## config.mk

```make
export PLATFORM = sky130hd
export DESIGN_NAME = spi_cmd_engine
export DESIGN_NICKNAME = d
export VERILOG_FILES = /design/src/rtl/spi_cmd_pkg.sv /design/src/rtl/scmd_fifo.sv /design/src/rtl/scmd_shifter.sv /design/src/rtl/spi_cmd_engine.sv
export SDC_FILE = /design/constraint.sdc
export NUM_CORES = 1
export LEC_CHECK = 0
export CORE_ASPECT_RATIO = 0.9
export CORE_MARGIN = 2
export CORE_UTILIZATION = 45
export CTS_CLUSTER_DIAMETER = 120
export DETAILED_ROUTE_END_ITERATION = 7
export PLACE_DENSITY = 0.65
export SETUP_SLACK_MARGIN = 0.4
export SYNTH_ARGS = -nofsm -noshare
export SYNTH_HDL_FRONTEND = slang
export SYNTH_HIERARCHICAL = 1
export SYNTH_SLANG_ARGS = --single-unit
```

## constraint.sdc

```tcl
create_clock -name clk -period 6.38 [get_ports clk]
set_input_delay 0.957 -clock clk [delete_from_list [all_inputs] [get_ports clk]]
set_output_delay 0.957 -clock clk [all_outputs]
set_load 0.05 [all_outputs]
```

## src/rtl/spi_cmd_pkg.sv

```systemverilog
`timescale 1ns/1ps
package spi_cmd_pkg;
  localparam int BYTE_W = 8;
  localparam int CNT_W  = 4;
  localparam int IDX_W  = CNT_W + 1;

  localparam logic [3:0] ADR_OPCODE = 4'h0;
  localparam logic [3:0] ADR_COUNTS = 4'h1;
  localparam logic [3:0] ADR_CTRL   = 4'h2;
  localparam logic [3:0] ADR_STATUS = 4'h3;
  localparam logic [3:0] ADR_DATA   = 4'hC;
  localparam logic [3:0] ADR_PTR    = 4'hD;

  localparam int CTRL_GO_BIT  = 0;
  localparam int CTRL_RWD_BIT = 4;
  localparam int STAT_BSY_BIT = 7;

  typedef enum logic [1:0] {ENG_IDLE, ENG_LOAD, ENG_WAIT} eng_state_e;

  // Index of the last byte in a frame; byte 0 is the command code.
  function automatic logic [IDX_W-1:0] last_index(input logic [CNT_W-1:0] tx,
                                                  input logic [CNT_W-1:0] rx);
    return IDX_W'(tx) + IDX_W'(rx);
  endfunction

  // Frame byte k (k >= 1) comes from the payload when k <= tx.
  function automatic logic is_payload(input logic [IDX_W-1:0] k,
                                      input logic [CNT_W-1:0] tx);
    return (k != '0) && (k <= IDX_W'(tx));
  endfunction

  // Frame byte k is a reply byte when k > tx.
  function automatic logic is_reply(input logic [IDX_W-1:0] k,
                                    input logic [CNT_W-1:0] tx);
    return k > IDX_W'(tx);
  endfunction
endpackage

```

## src/rtl/scmd_fifo.sv

```systemverilog
`timescale 1ns/1ps
module scmd_fifo #(
  parameter int DEPTH = 8,
  localparam int PTR_W = $clog2(DEPTH)
) (
  input  logic             clk,
  input  logic             rst_n,
  input  logic             ptr_clr,
  input  logic             sw_wr,
  input  logic             sw_adv,
  input  logic [7:0]       sw_wdata,
  output logic [7:0]       sw_rdata,
  output logic [PTR_W-1:0] ptr,
  input  logic [PTR_W-1:0] eng_idx,
  output logic [7:0]       eng_rdata,
  input  logic             eng_wr,
  input  logic [7:0]       eng_wdata
);
  logic [7:0] mem [DEPTH];

  assign sw_rdata  = mem[ptr];
  assign eng_rdata = mem[eng_idx];

  always_ff @(posedge clk or negedge rst_n) begin
    if (!rst_n) ptr <= '0;
    else if (ptr_clr) ptr <= '0;
    else if (sw_wr || sw_adv) ptr <= ptr + 1'b1;
  end

  for (genvar g = 0; g < DEPTH; g++) begin : g_slot
    always_ff @(posedge clk or negedge rst_n) begin
      if (!rst_n) mem[g] <= '0;
      else if (eng_wr && eng_idx == PTR_W'(g)) mem[g] <= eng_wdata;
      else if (sw_wr && ptr == PTR_W'(g)) mem[g] <= sw_wdata;
    end
  end

  AST_WRITE_LANDS: assert property (@(posedge clk) disable iff (!rst_n)
    (sw_wr && !eng_wr) |=> mem[$past(ptr)] == $past(sw_wdata));
endmodule

```

## src/rtl/scmd_shifter.sv

```systemverilog
`timescale 1ns/1ps
module scmd_shifter #(
  parameter int SCK_HALF = 2,
  localparam int DIV_W = $clog2(SCK_HALF + 1)
) (
  input  logic       clk,
  input  logic       rst_n,
  input  logic       go,
  input  logic [7:0] tx_byte,
  input  logic       miso,
  output logic       sck,
  output logic       mosi,
  output logic [7:0] rx_byte,
  output logic       done,
  output logic       active
);
  logic [7:0]       sh;
  logic [DIV_W-1:0] div;
  logic [2:0]       bit_n;
  logic             half_tick;

  assign half_tick = (div == DIV_W'(SCK_HALF - 1));
  assign mosi      = sh[7];

  always_ff @(posedge clk or negedge rst_n) begin
    if (!rst_n) begin
      sh <= '0; div <= '0; bit_n <= '0; sck <= 1'b0;
      rx_byte <= '0; done <= 1'b0; active <= 1'b0;
    end else begin
      done <= 1'b0;
      if (go && !active) begin
        active <= 1'b1;
        sh     <= tx_byte;
        sck    <= 1'b0;
        div    <= '0;
        bit_n  <= '0;
      end else if (active) begin
        if (half_tick) begin
          div <= '0;
          if (!sck) begin
            sck     <= 1'b1;
            rx_byte <= {rx_byte[6:0], miso};
          end else begin
            sck <= 1'b0;
            if (bit_n == 3'd7) begin
              active <= 1'b0;
              done   <= 1'b1;
            end else begin
              bit_n <= bit_n + 1'b1;
              sh    <= {sh[6:0], 1'b0};
            end
          end
        end else begin
          div <= div + 1'b1;
        end
      end
    end
  end

  AST_GO_WHILE_IDLE: assert property (@(posedge clk) disable iff (!rst_n)
    go |-> !active);
endmodule

```

## src/rtl/spi_cmd_engine.sv

```systemverilog
`timescale 1ns/1ps
module spi_cmd_engine
  import spi_cmd_pkg::*;
#(
  parameter int SCK_HALF   = 2,
  parameter int FIFO_DEPTH = 8
) (
  input  logic       clk,
  input  logic       rst_n,
  input  logic [3:0] reg_addr,
  input  logic       reg_wr,
  input  logic       reg_rd,
  input  logic [7:0] reg_wdata,
  output logic [7:0] reg_rdata,
  output logic       spi_sck,
  output logic       spi_cs_n,
  output logic       spi_mosi,
  input  logic       spi_miso
);
  localparam int PTR_W = $clog2(FIFO_DEPTH);

  logic [7:0]       opcode_q, counts_q;
  logic             busy;
  logic [IDX_W-1:0] k;
  eng_state_e       state;
  logic [CNT_W-1:0] tx_n, rx_n;

  // named events
  logic             start_req, ptr_clr, sw_wr, sw_adv, eng_wr, go, byte_done;
  logic             sh_active;
  logic [PTR_W-1:0] ptr, slot;
  logic [7:0]       sw_rdata, eng_rdata, tx_sel, rx_byte;

  assign tx_n      = counts_q[CNT_W-1:0];
  assign rx_n      = counts_q[BYTE_W-1:CNT_W];
  assign start_req = reg_wr && reg_addr == ADR_CTRL && reg_wdata[CTRL_GO_BIT] && !busy;
  assign ptr_clr   = reg_wr && reg_addr == ADR_CTRL && reg_wdata[CTRL_RWD_BIT];
  assign sw_wr     = reg_wr && reg_addr == ADR_DATA && !busy;
  assign sw_adv    = reg_rd && reg_addr == ADR_DATA;
  assign slot      = PTR_W'(k - 1'b1);
  assign go        = (state == ENG_LOAD);
  assign eng_wr    = (state == ENG_WAIT) && byte_done && is_reply(k, tx_n);

  always_comb begin
    if (k == '0) tx_sel = opcode_q;
    else if (is_payload(k, tx_n)) tx_sel = eng_rdata;
    else tx_sel = 8'h00;
  end

  always_comb begin
    unique case (reg_addr)
      ADR_OPCODE: reg_rdata = opcode_q;
      ADR_COUNTS: reg_rdata = counts_q;
      ADR_CTRL:   reg_rdata = 8'(busy) << CTRL_GO_BIT;
      ADR_STATUS: reg_rdata = 8'(busy) << STAT_BSY_BIT;
      ADR_DATA:   reg_rdata = sw_rdata;
      ADR_PTR:    reg_rdata = 8'(ptr);
      default:    reg_rdata = 8'h00;
    endcase
  end

  always_ff @(posedge clk or negedge rst_n) begin
    if (!rst_n) begin
      opcode_q <= '0;
      counts_q <= '0;
    end else if (reg_wr && !busy) begin
      if (reg_addr == ADR_OPCODE) opcode_q <= reg_wdata;
      if (reg_addr == ADR_COUNTS) counts_q <= reg_wdata;
    end
  end

  always_ff @(posedge clk or negedge rst_n) begin
    if (!rst_n) begin
      state <= ENG_IDLE; busy <= 1'b0; spi_cs_n <= 1'b1; k <= '0;
    end else begin
      unique case (state)
        ENG_IDLE: if (start_req) begin
          state <= ENG_LOAD; busy <= 1'b1; spi_cs_n <= 1'b0; k <= '0;
        end
        ENG_LOAD: state <= ENG_WAIT;
        ENG_WAIT: if (byte_done) begin
          if (k == last_index(tx_n, rx_n)) begin
            state <= ENG_IDLE; busy <= 1'b0; spi_cs_n <= 1'b1;
          end else begin
            k <= k + 1'b1; state <= ENG_LOAD;
          end
        end
        default: state <= ENG_IDLE;
      endcase
    end
  end

  scmd_fifo #(.DEPTH(FIFO_DEPTH)) u_fifo (
    .clk(clk), .rst_n(rst_n), .ptr_clr(ptr_clr), .sw_wr(sw_wr), .sw_adv(sw_adv),
    .sw_wdata(reg_wdata), .sw_rdata(sw_rdata), .ptr(ptr), .eng_idx(slot),
    .eng_rdata(eng_rdata), .eng_wr(eng_wr), .eng_wdata(rx_byte)
  );

  scmd_shifter #(.SCK_HALF(SCK_HALF)) u_shift (
    .clk(clk), .rst_n(rst_n), .go(go), .tx_byte(tx_sel), .miso(spi_miso),
    .sck(spi_sck), .mosi(spi_mosi), .rx_byte(rx_byte), .done(byte_done),
    .active(sh_active)
  );

  AST_SCK_QUIET_DESELECTED: assert property (@(posedge clk) disable iff (!rst_n)
    spi_cs_n |-> !spi_sck);
  AST_IDLE_DESELECTED: assert property (@(posedge clk) disable iff (!rst_n)
    !busy |-> spi_cs_n);
  AST_OPCODE_LOCKED: assert property (@(posedge clk) disable iff (!rst_n)
    (busy && reg_wr && reg_addr == ADR_OPCODE) |=> $stable(opcode_q));
  AST_PTR_REWOUND: assert property (@(posedge clk) disable iff (!rst_n)
    (reg_wr && reg_addr == ADR_CTRL && reg_wdata[CTRL_RWD_BIT]) |=> ptr == '0);
  AST_REPLY_IN_FRAME: assert property (@(posedge clk) disable iff (!rst_n)
    eng_wr |-> (busy && !spi_cs_n && !sh_active));
endmodule

```

==> results.md <==
- Reg2reg path depth: 12
- Routability cong.: 0.865
- # setup viols final: 0
- Die Footprint: 17100 um2
- Skew-Pair Late Insertion Delay: 0.43 ns
- Slowest CP cell: nor3_1
- CP Buf/Inv Count: 3
- CTS max path bufs: 2
- Core ar.: approximately 16000 um2
- WS Path Type: input port to primary output
- DP HPWL: 13.4 mm
- Post-DP Area: 7520 um2
- Delay-heaviest family, CP: buffers and inverters
- Final hold slack: 0.500 ns
- Hold path depth: 1
- Status: completed
- CP most frequent cell: clkdlybuf4s50_1
- # diodes: 0
- Pre-CTS setup slack: between 1.5 and 2 ns
- H-tree lvl count: 4
- Crit path max fanout: 9
- Vias/cell: 6.23
- Max VDD drop: roughly 0.18 mV
- Syn Inst Count: 707
- Synth Cell Area: 7250 um2
- Yosys reg bits: 116
- Highest clock rate: 212 MHz
- Asr flop ratio synth: 100%
- Sequential area share after synthesis: 40.1%
- Grt ovf: 0
- Minimum period implied by the final worst setup slack: 4.72 ns
- GR Util All Layers: 24.6%
- Postcts setup bufs: 0
- Library cells used by synthesis: 66
- Largest stage delay on the critical path: ~0.80 ns
- WL per Instance: 21.9 um
- DRT Pass-1 Iters: 7
- Port Buffers: 27
- Final period util: approximately 74%
- Setup crit end kind: primary output
- Initial Utilization: between 40 and 50%
- Synthesis-to-layout area growth: 12.0%
- Slew HR: a little under a third
- Worst Path Arrival: roughly 3.8 ns
- CTS buffer count: 17
- Startpoint Class: input port
- Max Transition Viols Final: 0
- Final worst slack: 1.66 ns
- Post-synth EDFFs: 0
- CP required: 5.42 ns
- Rows: 43
- # IOs: 28
- Clk sinks: 116
- Endpoints failing hold: 0
- Die W: 138 um
- Cell Pwr Density: 244 nW/um2
- Die height: about 120 um
- Worst Tran Pin Value: 1.02 ns
- Routed Wire Length: 20.1 mm
- Setup TNS: 0 ns
- # hold bufs at CTS: 0
- Synth top area share: 39.7%
- CTS tree: done
- Synth area leaders: dfrtp_1, mux2i_1, mux4_2
- Post-route ant nets: 0
- Reg2reg setup slack: 2.83 ns
- WP depth: 6
- Hold WC Path Type: register to register
- DRC viols: 0
- Antenna violations before repair: 0
- Vias post-DR: about 5.7k
- Global-route wire length before repair: 31.5 mm
- Mean Syn Cell Area: ~10 um2
- Register clock-pin slew on the reported worst setup and hold paths: 0.05 ns
- Final Util: 52.0%
- Syn Nets: 744
- Area leader, netlist: dfrtp_1
- LEAKAGE: 0.00368 uW
- Post_cts resized: 0
- Nets: 739
- Synth Flop Type: dfrtp_1
- Fin area: 8110 um2
- Clock root cell: clkbuf_16
- Max-Cap Viols: 0
- Worst Skew: around 0.014 ns
- Violation count after the first detailed-route iteration: 511
- Vias in the first global route: 5537
- CP Cell Sequence: clkdlybuf4s50_1 -> nand2_1 -> nor3_1 -> a222oi_1 -> inv_1 -> clkdlybuf4s50_1
- Synth warnings: 6
- Share of cells above drive strength 1: ~16%
- Pin count of the biggest net entering global routing: 65
- RSZ-0062 raised after global routing: false
layout make-up:
type | instances | area, um2
Clock buffer | 19 | 453
Timing Repair Buffer | 33 | 313
Inverter | 18 | 67.6
Clock inverter | 13 | 133
Multi-Input combinational cell | 516 | 3990
Fill cell | 1374 | 7490
Sequential cell | 116 | 2900
Tap cell | 202 | 253
synth_stat cells (3+ instances only):
master / count
mux4_2: 22
o21a_1: 4
buf_4: 7
o211ai_1: 7
a31oi_1: 8
a222oi_1: 4
nor4b_1: 3
nor2b_1: 4
dfrtp_1: 115
xor2_1: 4
nor2_1: 48
inv_1: 17
nand2_1: 87
ha_1: 19
and2_1: 3
a221o_1: 5
nor4_1: 3
a21oi_1: 41
buf_1: 8
buf_2: 24
nand3_1: 8
o31ai_1: 11
nand2b_1: 7
nand3b_1: 12
a221oi_1: 4
nor3_1: 8
o21ai_0: 41
clkbuf_1: 13
and3_1: 3
mux2i_1: 71
clkbuf_2: 3
nand4_1: 5
nand4b_1: 3
mux2_2: 38
o22ai_1: 8
state kept, by name, summed over array words and instances, names as in the netlist:
register	count
u_shift/sh	8
u_shift/div	2
busy	1
u_fifo/ptr	3
u_fifo/mem	64
counts_q	8
u_shift/rx_byte	8
u_shift/sck	1
state	2
u_shift/bit_n	3
k	5
u_shift/active	1
opcode_q	8
u_shift/done	1
spi_cs_n	1
final timing paths:
| kind | start | to |
|---|---|---|
| worst min-delay path | u_shift/done | state[1] |
| worst max register to register | k[0] | u_shift/sh[7] |
| worst max-delay path | reg_addr[3] | reg_rdata[6] |
| worst min register to register | u_shift/done | state[1] |
| min in group asynchronous | rst_n | u_fifo/mem[13] |
| max in group asynchronous | rst_n | u_fifo/mem[31] |
layout by cell type, fill, tap and decap left out, drive strengths merged, types with 3 or more instances in the layout:
master         instances
a21oi                 41
a221o                  5
a221oi                 4
a222oi                 4
a31oi                  8
and2                   3
and3                   3
and4bb                 3
buf                    7
clkbuf                19
clkdlybuf4s50         26
clkinv                 7
clkinvlp               4
dfrtp                115
ha                    19
inv                   18
mux2                  38
mux2i                 71
mux4                  22
nand2                 89
nand2b                 7
nand3                  8
nand3b                12
nand4                  5
nand4b                 5
nor2                  48
nor2b                  4
nor3                   9
nor4                   4
nor4b                  6
o211ai                 7
o21a                   4
o21ai                 42
o22ai                  8
o31ai                 11
xor2                   4
power breakdown:
part	total, uW	internal [uW]	switching (uW)
registers	818	744	73.6
logic	216	95.0	121
clock network	946	592	354
total	1980	1430	549
per-stage QoR:
stage | total power [uW] | instances
after CTS | 1990 | 917
after global routing | 2050 | 917
after global placement | 1040 | 885
after floorplan | 951 | 707
after detailed placement | 1040 | 885
final | 1980 | 917
kinds of logic after synthesis:
family          synth area share [%]
flops                           40.1
xor+xnor                        1.05
fa+ha+maj                       3.56
mux                             22.6
compound gates                  12.5
simple gates                    15.4
buf+inv                         4.92
layer usage:
| layer | wire length [um] | GRT usage [%] |
|---|---|---|
| met4 | 559 | 10.9 |
| met2 | 9190 | 35.8 |
| met1 | 8570 | 34.4 |
| met3 | 1800 | 6.31 |
| met5 | 0 | 0 |
Power figures use the tool's default switching activity.
